===== src/rtl/mtree_pkg.sv =====
package mtree_pkg;

    // Number of carry-save fold passes a node may need to clear overflow.
    // With 2^(W-1) < M <= 2^W and a node input total below 4*2^W, each
    // pass removes at least M, so seven passes always suffice.
    localparam int FOLDS = 7;

    // Operand count at a tree level: halve (rounding up) l times.
    function automatic int level_count(input int n, input int l);
        int c;
        c = n;
        for (int i = 0; i < l; i++) begin
            c = (c + 1) / 2;
        end
        return c;
    endfunction

    // Residue of the overflow weight 2^w modulo mod.
    function automatic int fold_const(input int mod, input int w);
        longint unsigned big;
        big = longint'(1) << w;
        return int'(big % longint'(mod));
    endfunction

endpackage


===== src/rtl/mod_add_node.sv =====
module mod_add_node #(
    parameter int W   = 4,
    parameter int MOD = 11
) (
    input  logic [W-1:0] a_s,
    input  logic [W-1:0] a_c,
    input  logic [W-1:0] b_s,
    input  logic [W-1:0] b_c,
    output logic [W-1:0] y_s,
    output logic [W-1:0] y_c,
    output logic         spill
);
    import mtree_pkg::*;

    localparam logic [W-1:0] KC    = W'(fold_const(MOD, W));
    localparam int           STEPS = FOLDS + 2;

    logic [W-1:0] s, c, x, sm, cy;
    logic [1:0]   pend;
    logic         use_step;

    // Steps 0 and 1 absorb the second operand pair.
    // Later steps trade one pending 2^W for the constant KC.
    always_comb begin
        s    = a_s;
        c    = a_c;
        pend = 2'd0;
        x    = '0;
        sm   = '0;
        cy   = '0;
        for (int k = 0; k < STEPS; k++) begin
            use_step = 1'b1;
            if (k == 0) begin
                x = b_s;
            end else if (k == 1) begin
                x = b_c;
            end else begin
                use_step = (pend != 2'd0);
                x        = KC;
            end
            if (use_step) begin
                if (k >= 2) begin
                    pend = pend - 2'd1;
                end
                sm   = s ^ c ^ x;
                cy   = (s & c) | (s & x) | (c & x);
                s    = sm;
                c    = {cy[W-2:0], 1'b0};
                pend = pend + {1'b0, cy[W-1]};
            end
        end
        y_s   = s;
        y_c   = c;
        spill = (pend != 2'd0);
    end

endmodule


===== src/rtl/mod_tree_level.sv =====
module mod_tree_level #(
    parameter int NIN = 5,
    parameter int W   = 4,
    parameter int MOD = 11,
    localparam int NOUT  = (NIN + 1) / 2,
    localparam int NPAIR = NIN / 2
) (
    input  logic              clk,
    input  logic              rst_n,
    input  logic              in_vld,
    input  logic [NIN*W-1:0]  in_s,
    input  logic [NIN*W-1:0]  in_c,
    output logic              out_vld,
    output logic [NOUT*W-1:0] out_s,
    output logic [NOUT*W-1:0] out_c,
    output logic              spill
);

    logic [NOUT*W-1:0] nx_s, nx_c;
    logic [NPAIR-1:0]  node_spill;

    for (genvar p = 0; p < NPAIR; p++) begin : g_node
        mod_add_node #(.W(W), .MOD(MOD)) u_node (
            .a_s  (in_s[(2*p)*W +: W]),
            .a_c  (in_c[(2*p)*W +: W]),
            .b_s  (in_s[(2*p+1)*W +: W]),
            .b_c  (in_c[(2*p+1)*W +: W]),
            .y_s  (nx_s[p*W +: W]),
            .y_c  (nx_c[p*W +: W]),
            .spill(node_spill[p])
        );
    end

    if (NIN % 2 == 1) begin : g_pass
        assign nx_s[NPAIR*W +: W] = in_s[(NIN-1)*W +: W];
        assign nx_c[NPAIR*W +: W] = in_c[(NIN-1)*W +: W];
    end

    assign spill = in_vld & (|node_spill);

    always_ff @(posedge clk or negedge rst_n) begin
        if (!rst_n) begin
            out_vld <= 1'b0;
            out_s   <= '0;
            out_c   <= '0;
        end else begin
            out_vld <= in_vld;
            if (in_vld) begin
                out_s <= nx_s;
                out_c <= nx_c;
            end
        end
    end

endmodule


===== src/rtl/mod_sum_tree.sv =====
module mod_sum_tree #(
    parameter int N   = 5,
    parameter int MOD = 11,
    localparam int W  = $clog2(MOD)
) (
    input  logic           clk,
    input  logic           rst_n,
    input  logic           in_vld,
    input  logic [N*W-1:0] in_data,
    output logic           out_vld,
    output logic [W-1:0]   out_s,
    output logic [W-1:0]   out_c
);
    import mtree_pkg::*;

    localparam int D = $clog2(N);

    logic [D-1:0] lvl_spill;
    logic         spill_any;

    for (genvar l = 0; l < D; l++) begin : g_lvl
        localparam int CIN  = level_count(N, l);
        localparam int COUT = level_count(N, l + 1);

        logic [CIN*W-1:0]  is_v, ic_v;
        logic              iv;
        logic [COUT*W-1:0] os, oc;
        logic              ov;

        if (l == 0) begin : g_first
            assign is_v = in_data;
            assign ic_v = '0;
            assign iv   = in_vld;
        end else begin : g_next
            assign is_v = g_lvl[l-1].os;
            assign ic_v = g_lvl[l-1].oc;
            assign iv   = g_lvl[l-1].ov;
        end

        mod_tree_level #(.NIN(CIN), .W(W), .MOD(MOD)) u_lvl (
            .clk    (clk),
            .rst_n  (rst_n),
            .in_vld (iv),
            .in_s   (is_v),
            .in_c   (ic_v),
            .out_vld(ov),
            .out_s  (os),
            .out_c  (oc),
            .spill  (lvl_spill[l])
        );
    end

    assign out_vld   = g_lvl[D-1].ov;
    assign out_s     = g_lvl[D-1].os;
    assign out_c     = g_lvl[D-1].oc;
    assign spill_any = |lvl_spill;

endmodule


===== config.mk =====
export PLATFORM = sky130hd
export DESIGN_NAME = mod_sum_tree
export DESIGN_NICKNAME = d
export VERILOG_FILES = /design/src/rtl/mtree_pkg.sv /design/src/rtl/mod_add_node.sv /design/src/rtl/mod_tree_level.sv /design/src/rtl/mod_sum_tree.sv
export SDC_FILE = /design/constraint.sdc
export NUM_CORES = 1
export LEC_CHECK = 0
export BUFFER_PORTS_ARGS = -buffer_cell sky130_fd_sc_hd__buf_2
export CORE_MARGIN = 2
export CORE_UTILIZATION = 50
export DETAILED_ROUTE_END_ITERATION = 10
export PLACE_DENSITY_LB_ADDON = 0.05
export SYNTH_ARGS = -nofsm -noshare
export SYNTH_HDL_FRONTEND = slang
export SYNTH_SLANG_ARGS = --single-unit

===== constraint.sdc =====
create_clock -name clk -period 8.72 [get_ports clk]
set_clock_uncertainty 0.1 [all_clocks]
set_input_delay 0.436 -clock clk [delete_from_list [all_inputs] [get_ports clk]]
set_output_delay 0.436 -clock clk [all_outputs]
set_load 0.02 [all_outputs]

==> reports/results.txt, run 1 <==
DRT Pass-1 Iters: 4
Hold Path Class: input pin to async pin
Synth top area share: 0.2452
Overflow after GRT: 0
CTS Buf Count: 5
Yosys warnings: 0
Initial Utilization: 0.5144
Post-route insts no fill: 978
Clock Latency Late Sink: 280 ps
WP depth: 32
Hold bufs inserted after CTS: 0
Fin nets: 976
Kind of critical path: register to register
P&R area growth vs syn: 5.060%
I/O Pins: 32
Fin Setup TNS: 0 ps
H-tree levels: 2
Cells after DPL: 970
Vias: 5,388
First-pass GRT wire length: 23.12 mm
CTS tree: done
Sink Count: 39
Post-synth EDFFs: 0
Worst path most repeated cell: ha_1
RePlAce Congestion: 0.8500
Fin crit share: 0.9222
Critical Path Slowest Stage Cell: fa_1
Syn Nets: 979
Synth Area in XOR/XNOR: 0.06329
Mux cell area share after synthesis: 0.1949
Largest net degree at the start of global routing: 40
Worst Tran Pin Value: 845.7 ps
Cell taking the most area after synthesis: ha_1
CP max stage delay: 540 ps
Top cells by area, synth: ha_1, mux2_2, dfrtp_1, mux2i_1, fa_1
Crit path capture type: register
Residual DRC: 0
Primary FF master, synth: dfrtp_1
CTS max path bufs: 2
Final-report max-slew violation count: 0
Final Hold Viols: 0
CP startpoint kind: register
CP Max Fanout: 11
Final setup violation count: 0
Total track usage: 0.1831
Netlist cell types: 74
Final Worst Setup Slack: 678.8 ps
Detailed Place HPWL: 11.20 mm
DR iter-0 viols: 181
Routed Antenna Nets: 0
Fill count: 1,326
Sequential share of the synthesized area: 0.1356
Clock tree root driver cell: clkbuf_16
Worst Path Buf+Inv: 4
Vias in the first global route: 5,167
Core area: 13,990 µm²
Antenna Cells: 0
Wire per inst: 13.61 µm
Die area: 15,370 µm²
FP Rows: 43
Register area: 975.9 µm²
Required @ worst endpoint: 8780 ps
Height of the die: 124.0 µm
Reg clk slew, reported paths: 60 ps
DP Area: 7397 µm²
Final worst path period need: 8041 ps
Largest family of logic cells by synthesized area: adder cells
Multi-input logic area: 5797 µm²
Synth Area in Compound Gates: 0.1452
Via-per-instance ratio: 5.509
Final instance area: 7560 µm²
RSZ-0062 raised after global routing: no
Mapped Cells: 800
Mean cell area of the mapped netlist: 8.995 µm²
Mapped cell area: 7196 µm²
Max-Cap Viols: 0
Simple-gate area share of the yosys netlist: 0.1144
Crit path arrival time: 8100 ps
Outcome: finished clean
Fmax: 0.1244 GHz
Post-Synth Adder-Cell Area: 0.2869
Number of port buffers: 30
Die width: 124.0 µm
Slew headroom: 0.4362
Synth Register Bits: 39
Cell family contributing the most delay on the critical path: adder cells
Share of cells above drive strength 1: 0.1930
Routed Wire Length: 13.31 mm
Async S/R FF share, synth: 1.000
Reg2Reg Depth: 32
Initial antenna violation count: 0
Worst slack, placed: 582.8 ps
area by class of cell:
type | count | area share
sequential | 39 | 0.1291
clock buffer | 7 | 0.02019
timing repair buffer | 31 | 0.02085
clock inverter | 1 | 0.0009930
multi-input combinational | 655 | 0.7668
inverter | 65 | 0.03227
tap | 180 | 0.02979
logic make-up after synthesis:
group,count (synthesis)
adder cells (fa/ha/maj),156
AO/OA/AOI/OAI,150
AND/OR/NAND/NOR,168
buffers and inverters,106
multiplexers,128
other,1
flip-flops,39
XOR/XNOR,52
repair_timing:
| item | CTS | global route |
|---|---|---|
| gates resized for setup | 0 | 1 |
| setup endpoints to repair | 0 | 1 |
| buffers inserted | 0 | 0 |
worst register-to-register path, delay by kind of cell, from the launching register on:
kind,cells,cell delay (ps)
adders and majority gates,10,3380
xor gates and xnor gates,3,620
and+or+nand+nor,7,1340
AOI/OAI and AO/OA,7,1260
DFF,1,400
muxes,1,290
buffers and inverters,4,530
flip-flops by register name, summed over array words and instances, names as in the netlist:
| name | cells |
|---|---|
| g_lvl.u_lvl.out_c | 12 |
| g_lvl.u_lvl.out_s | 24 |
| g_lvl.u_lvl.out_vld | 3 |
worst paths after layout:
check                                        start                       end  slack, ps
max in group asynchronous                    rst_n   g_lvl[0].u_lvl.out_s[5]       7820
setup reg to reg           g_lvl[0].u_lvl.out_s[3]   g_lvl[1].u_lvl.out_s[1]        680
setup / recovery           g_lvl[0].u_lvl.out_s[3]   g_lvl[1].u_lvl.out_s[1]        680
min in group clk                       in_data[18]  g_lvl[0].u_lvl.out_s[10]        290
hold / removal                               rst_n   g_lvl[1].u_lvl.out_c[2]        160
hold reg to reg            g_lvl[0].u_lvl.out_c[6]   g_lvl[0].u_lvl.out_c[6]        380
synthesized netlist by cell type (6+ instances only):
| cell type | count |
|---|---|
| a211oi_1 | 6 |
| a21o_1 | 11 |
| a21oi_1 | 44 |
| a31oi_1 | 11 |
| buf_1 | 7 |
| clkbuf_1 | 26 |
| dfrtp_1 | 39 |
| fa_1 | 15 |
| ha_1 | 141 |
| inv_1 | 64 |
| mux2_2 | 89 |
| mux2i_1 | 36 |
| nand2_1 | 39 |
| nand2b_1 | 10 |
| nor2_1 | 65 |
| nor2b_1 | 10 |
| nor3_1 | 11 |
| o21ai_0 | 26 |
| o21ai_1 | 6 |
| o22ai_1 | 6 |
| xnor2_1 | 33 |
| xor2_1 | 19 |
cells in the final DEF (no fill, tap or decap), drive strengths merged, types with 4 or more instances in the layout:
cell       n
inv       65
or2        4
o21a       5
or3        4
dfrtp     39
nor2      65
xor2      19
nand3      6
ha       141
a21oi     46
a31oi     11
a211oi     6
nor3      13
a2111oi    4
a31o       5
a21o      12
nor2b     10
mux2i     37
xnor2     33
buf       31
nand2     39
clkbuf     7
mux2      91
o22ai      6
fa        15
o21ai     33
nand2b    10
through the flow:
step | hold WS, ps | util
floorplan | 40.41 | -
global placement | 365.0 | 0.5288
detailed placement | 369.9 | 0.5288
CTS | 204.3 | 0.5403
global route | 237.6 | 0.5404
finish | 163.3 | 0.5404
routing by layer:
layer / wire length, µm / GRT usage
met5: 0 / 0
met4: 144 / 0.04354
met3: 237 / 0.01236
met2: 6673 / 0.3352
met1: 6252 / 0.2347
Power of run 1 is not shown: default switching activity piles up to over one toggle a cycle in this logic, so the estimate is an artifact.
==> inputs of run 2 (changes only) <==
--- a/config.mk
+++ b/config.mk
@@ -10,6 +10,7 @@
 export CORE_UTILIZATION = 50
 export DETAILED_ROUTE_END_ITERATION = 10
 export PLACE_DENSITY_LB_ADDON = 0.05
+export REMOVE_ABC_BUFFERS = 1
 export SYNTH_ARGS = -nofsm -noshare
 export SYNTH_HDL_FRONTEND = slang
 export SYNTH_SLANG_ARGS = --single-unit
==> reports/results.txt, run 2 (same netlist as run 1, synthesis figures left out) <==
Outcome: finished clean
DR iter-0 viols: 129 (-29%)
Critical Path Slowest Stage Cell: fa_1
Detailed Place HPWL: 10.67 mm (-4.7%)
Kind of critical path: register to register
Cell family contributing the most delay on the critical path: adder cells
Fin crit share: 0.9298 (+0.007690)
Sink Count: 39 (unchanged)
Fill count: 1,295 (-2.3%)
Worst Tran Pin Value: 869.8 ps (+24.06 ps)
Number of flip-flops in the largest register: 24 (unchanged)
Hold Path Class: input pin to async pin
Via-per-instance ratio: 5.553 (+0.80%)
Vias in the first global route: 5,264 (+1.9%)
CTS max path bufs: 2 (unchanged)
Die area: 15,370 µm² (unchanged)
CTS tree: done
Setup Buffers After CTS: 0 (unchanged)
Clock Latency Late Sink: 280 ps (about the same)
Largest net degree at the start of global routing: 40 (unchanged)
Die width: 124.0 µm (unchanged)
Vias: 5,442 (+1.0%)
Required @ worst endpoint: 8770 ps (about the same)
CTS Buf Count: 5 (unchanged)
FP Rows: 43 (unchanged)
P&R area growth vs syn: 5.286%
Core area: 13,990 µm² (unchanged)
Crit path arrival time: 8160 ps (+60 ps)
Reg clk slew, reported paths: 60 ps (about the same)
GR peak layer: met2
Leading cell type in the layout, fill and taps excluded: ha_1
Worst path most repeated cell: ha_1
Final-report max-slew violation count: 0 (unchanged)
Max-Cap Viols: 0 (unchanged)
I/O Pins: 32 (unchanged)
Routed Wire Length: 12.88 mm (-3.3%)
Overflow after GRT: 0 (unchanged)
Fin nets: 977 (+0.10%)
Clock tree root driver cell: clkbuf_16
Share of cells above drive strength 1: 0.1927 (-0.0002415)
Initial antenna violation count: 1 (+1)
DRT Pass-1 Iters: 4 (unchanged)
Crit path capture type: register
Met3 Resource Use GR: 0.01786 (+0.005495)
GRT met1 Usage: 0.2304 (-0.004304)
Cts repair resizes: 0 (unchanged)
Top reg by flops: g_lvl.u_lvl.out_s
CP max stage delay: 540 ps (about the same)
Hold bufs inserted after CTS: 0 (unchanged)
First-pass GRT wire length: 22.74 mm (-1.6%)
CP Max Fanout: 11 (unchanged)
CP startpoint kind: register
Biggest regs: g_lvl.u_lvl.out_s (24), g_lvl.u_lvl.out_c (12), g_lvl.u_lvl.out_vld (3)
Final worst path period need: 8108 ps (+67.06 ps)
Total track usage: 0.1771 (-0.005992)
H-tree levels: 2 (unchanged)
RSZ-0062 raised after global routing: no
Most frequent cells in the layout: ha_1, mux2_2, nor2_1
Residual DRC: 0 (unchanged)
Slew headroom: 0.4201 (-0.01604)
Final Hold Viols: 0 (unchanged)
Fmax: 0.1233 GHz (-0.83%)
Number of port buffers: 30 (unchanged)
Fin Setup TNS: 0 ps (unchanged)
RePlAce Congestion: 0.8291 (-2.5%)
Met2 usage: 0.3238 (-0.01133)
Wire per inst: 13.14 µm (-3.5%)
Initial Utilization: 0.5144 (unchanged)
Routed Antenna Nets: 0 (unchanged)
Worst Path Buf+Inv: 4 (unchanged)
Height of the die: 124.0 µm (unchanged)
Final setup violation count: 0 (unchanged)
==> run 2: cell count changes in the layout (fill, tap and decap cells not counted), sizes merged <==
cell	delta
buf	+1
bufinv	+1
clkbuf	-2
clkinv	+2
clkinvlp	-1
diode	+1
==> run 2: area by class of cell <==
class                      instances  area (µm²)  area share
multi-input combinational        655        5794      0.7648
sequential                        39       975.9      0.1288
inverter                          65       244.0     0.03220
tap                              180       225.2     0.02973
timing repair buffer              32       165.2     0.02180
clock buffer                       5       125.1     0.01652
clock inverter                     3       43.79    0.005780
antenna                            1       2.502   0.0003303
==> run 2: worst reg2reg max path: cells and delay by family, from the launching register on <==
family / cells / cell delay, ps
adders and majority gates: 10 / 3460
and+or+nand+nor: 7 / 1340
AOI/OAI and AO/OA: 7 / 1210
xor gates and xnor gates: 3 / 600
buffers and inverters: 4 / 570
DFF: 1 / 400
muxes: 1 / 300
==> run 2: metrics by stage <==
step           hold slack [ps]  cells  setup slack, ps  area, µm²  utilization
2_1_floorplan            40.41    759             1347       7014            -
3_3_place_gp             367.6    971            917.7       7405       0.5293
3_5_place_dp             375.7    971            684.7       7405       0.5293
4_1_cts                  224.0    979            633.1       7574       0.5414
5_1_grt                  267.3    979            43.39       7574       0.5414
6_report                 166.8    980            611.8       7576       0.5416
==> run 2: per-layer routing <==
metal	part of all wire	vias to the layer above	wire, µm
li1	-	2834	-
met1	0.50	2558	6416
met2	0.48	46	6214
met3	0.016	4	209
met4	0.0027	0	35
met5	0	-	0
==> run 2: worst paths after layout <==
path                                     startpoint                        to  slack [ps]  cells past startpoint
setup reg to reg            g_lvl[0].u_lvl.out_s[3]   g_lvl[1].u_lvl.out_s[1]         610                     32
hold / removal                                rst_n   g_lvl[2].u_lvl.out_s[0]         170                      1
hold reg to reg            g_lvl[0].u_lvl.out_s[11]   g_lvl[1].u_lvl.out_s[7]         390                      2
setup / recovery            g_lvl[0].u_lvl.out_s[3]   g_lvl[1].u_lvl.out_s[1]         610                     32
min in group clk                        in_data[18]  g_lvl[0].u_lvl.out_s[10]         290                      2
max in group asynchronous                     rst_n   g_lvl[1].u_lvl.out_s[2]        7800                      1
Power of run 2 is left out for the same reason.
==> inputs of run 3 (changes only) <==
--- a/config.mk
+++ b/config.mk
@@ -9,7 +9,7 @@
 export CORE_MARGIN = 2
 export CORE_UTILIZATION = 50
 export DETAILED_ROUTE_END_ITERATION = 10
-export PLACE_DENSITY_LB_ADDON = 0.05
+export PLACE_DENSITY = 0.75
 export REMOVE_ABC_BUFFERS = 1
 export SYNTH_ARGS = -nofsm -noshare
 export SYNTH_HDL_FRONTEND = slang
==> reports/results.txt, run 3 (same netlist as run 1, synthesis figures left out) <==
Outcome: finished clean
Required @ worst endpoint: 8780 ps (about the same)
Reg clk slew, reported paths: 60 ps (about the same)
Kind of critical path: register to register
CTS tree: done
Core area: 13,990 µm² (unchanged)
Antenna Cells: 0 (-1)
WL met1: 5.871 mm (-8.5%)
Hold bufs inserted after CTS: 0 (unchanged)
CP max stage delay: 550 ps (about the same)
CTS max path bufs: 2 (unchanged)
Vias: 5,420 (-0.40%)
Critical Path Slowest Stage Cell: fa_1
Share of cells above drive strength 1: 0.1917 (-0.001012)
Top reg by flops: g_lvl.u_lvl.out_s
CP startpoint kind: register
Clock Latency Late Sink: 280 ps (about the same)
Fin Setup TNS: 0 ps (unchanged)
Leading cell type in the layout, fill and taps excluded: ha_1
FP Rows: 43 (unchanged)
DR iter-0 viols: 169 (+31%)
Number of flip-flops in the largest register: 24 (unchanged)
CTS Buf Count: 5 (unchanged)
Clock tree root driver cell: clkbuf_16
Cts repair resizes: 0 (unchanged)
Final Hold Viols: 0 (unchanged)
Die width: 124.0 µm (unchanged)
First-pass GRT wire length: 21.96 mm (-3.5%)
Die area: 15,370 µm² (unchanged)
Setup Buffers After CTS: 0 (unchanged)
Overflow after GRT: 0 (unchanged)
RePlAce Congestion: 0.8999 (+8.5%)
Slew headroom: 0.4255 (+0.005359)
Reg2Reg Depth: 31 (-3.1%)
Fill count: 1,323 (+2.2%)
Number of port buffers: 30 (unchanged)
R2R setup slack: 660 ps (+40 ps)
CP Max Fanout: 11 (unchanged)
Worst path most repeated cell: ha_1
Fmax: 0.1240 GHz (+0.55%)
Top Layer Used: met4
Detailed Place HPWL: 9.900 mm (-7.2%)
Via-per-instance ratio: 5.542 (-0.20%)
Initial antenna violation count: 0 (-1)
Final-report max-slew violation count: 0 (unchanged)
Fin nets: 976 (-0.10%)
Routed Antenna Nets: 0 (unchanged)
Initial Utilization: 0.5144 (unchanged)
Max-Cap Viols: 0 (unchanged)
Final setup violation count: 0 (unchanged)
H-tree levels: 2 (unchanged)
DRT Pass-1 Iters: 4 (unchanged)
Height of the die: 124.0 µm (unchanged)
RSZ-0062 raised after global routing: no
Metal2 WL: 5.817 mm (-6.4%)
Vias in the first global route: 5,256 (-0.15%)
Sink Count: 39 (unchanged)
I/O Pins: 32 (unchanged)
P&R area growth vs syn: 4.799%
Most frequent cells in the layout: ha_1, mux2_2, nor2_1
Final worst path period need: 8064 ps (-44.58 ps)
Worst Tran Pin Value: 861.8 ps (-8.039 ps)
Crit path arrival time: 8120 ps (-40 ps)
Residual DRC: 0 (unchanged)
Met3 WL: 294 µm (+41%)
Crit path capture type: register
Fin crit share: 0.9247 (-0.005112)
Largest net degree at the start of global routing: 40 (unchanged)
Routed Wire Length: 12.09 mm (-6.1%)
Wire per inst: 12.37 µm (-5.9%)
Total track usage: 0.1687 (-0.008368)
Hold Path Class: input pin to async pin
Biggest regs: g_lvl.u_lvl.out_s (24), g_lvl.u_lvl.out_c (12), g_lvl.u_lvl.out_vld (3)
run 3: per-layer routing:
layer	GRT usage	vias up
met5	0	-
met4	0.03511	0
met3	0.02106	13
met2	0.2950	53
met1	0.2239	2529
li1	-	2825
run 3: layout make-up:
class / count / area, µm² / area share
clock buffers: 6 / 128.9 / 0.01709
multi-input cells: 655 / 5797 / 0.7687
well taps: 180 / 225.2 / 0.02987
inverters: 65 / 244.0 / 0.03235
repair buffers: 31 / 157.7 / 0.02091
flip-flops and latches: 39 / 975.9 / 0.1294
clock inverters: 2 / 12.51 / 0.001659
run 3: final timing paths:
path / startpoint / endpoint
worst max-delay path: g_lvl[0].u_lvl.out_s[3] / g_lvl[1].u_lvl.out_s[1]
worst min-delay path: rst_n / g_lvl[2].u_lvl.out_s[3]
worst max register to register: g_lvl[0].u_lvl.out_s[3] / g_lvl[1].u_lvl.out_s[1]
worst min register to register: g_lvl[0].u_lvl.out_c[6] / g_lvl[0].u_lvl.out_c[6]
max in group asynchronous: rst_n / g_lvl[1].u_lvl.out_s[3]
min in group clk: in_data[16] / g_lvl[0].u_lvl.out_s[8]
run 3: critical path, delay by kind of cell, from the launching register on:
family	cells	cell delay, ps
adders and majority gates	10	3400
and+or+nand+nor	7	1380
AOI/OAI and AO/OA	6	1170
xor gates and xnor gates	3	600
buffers and inverters	4	570
DFF	1	400
muxes	1	290
run 3: per-stage QoR:
step	hold slack, ps	util	worst slack (ps)	cells	cell area, µm²
2_1_floorplan	40.41	-	1347	759	7014
3_3_place_gp	362.2	0.5288	837.2	970	7397
3_5_place_dp	366.4	0.5288	692.5	970	7397
4_1_cts	212.3	0.5389	662.5	978	7538
5_1_grt	262.4	0.5391	27.96	978	7541
6_report	156.6	0.5391	656.4	978	7541
Power of run 3 is left out for the same reason.
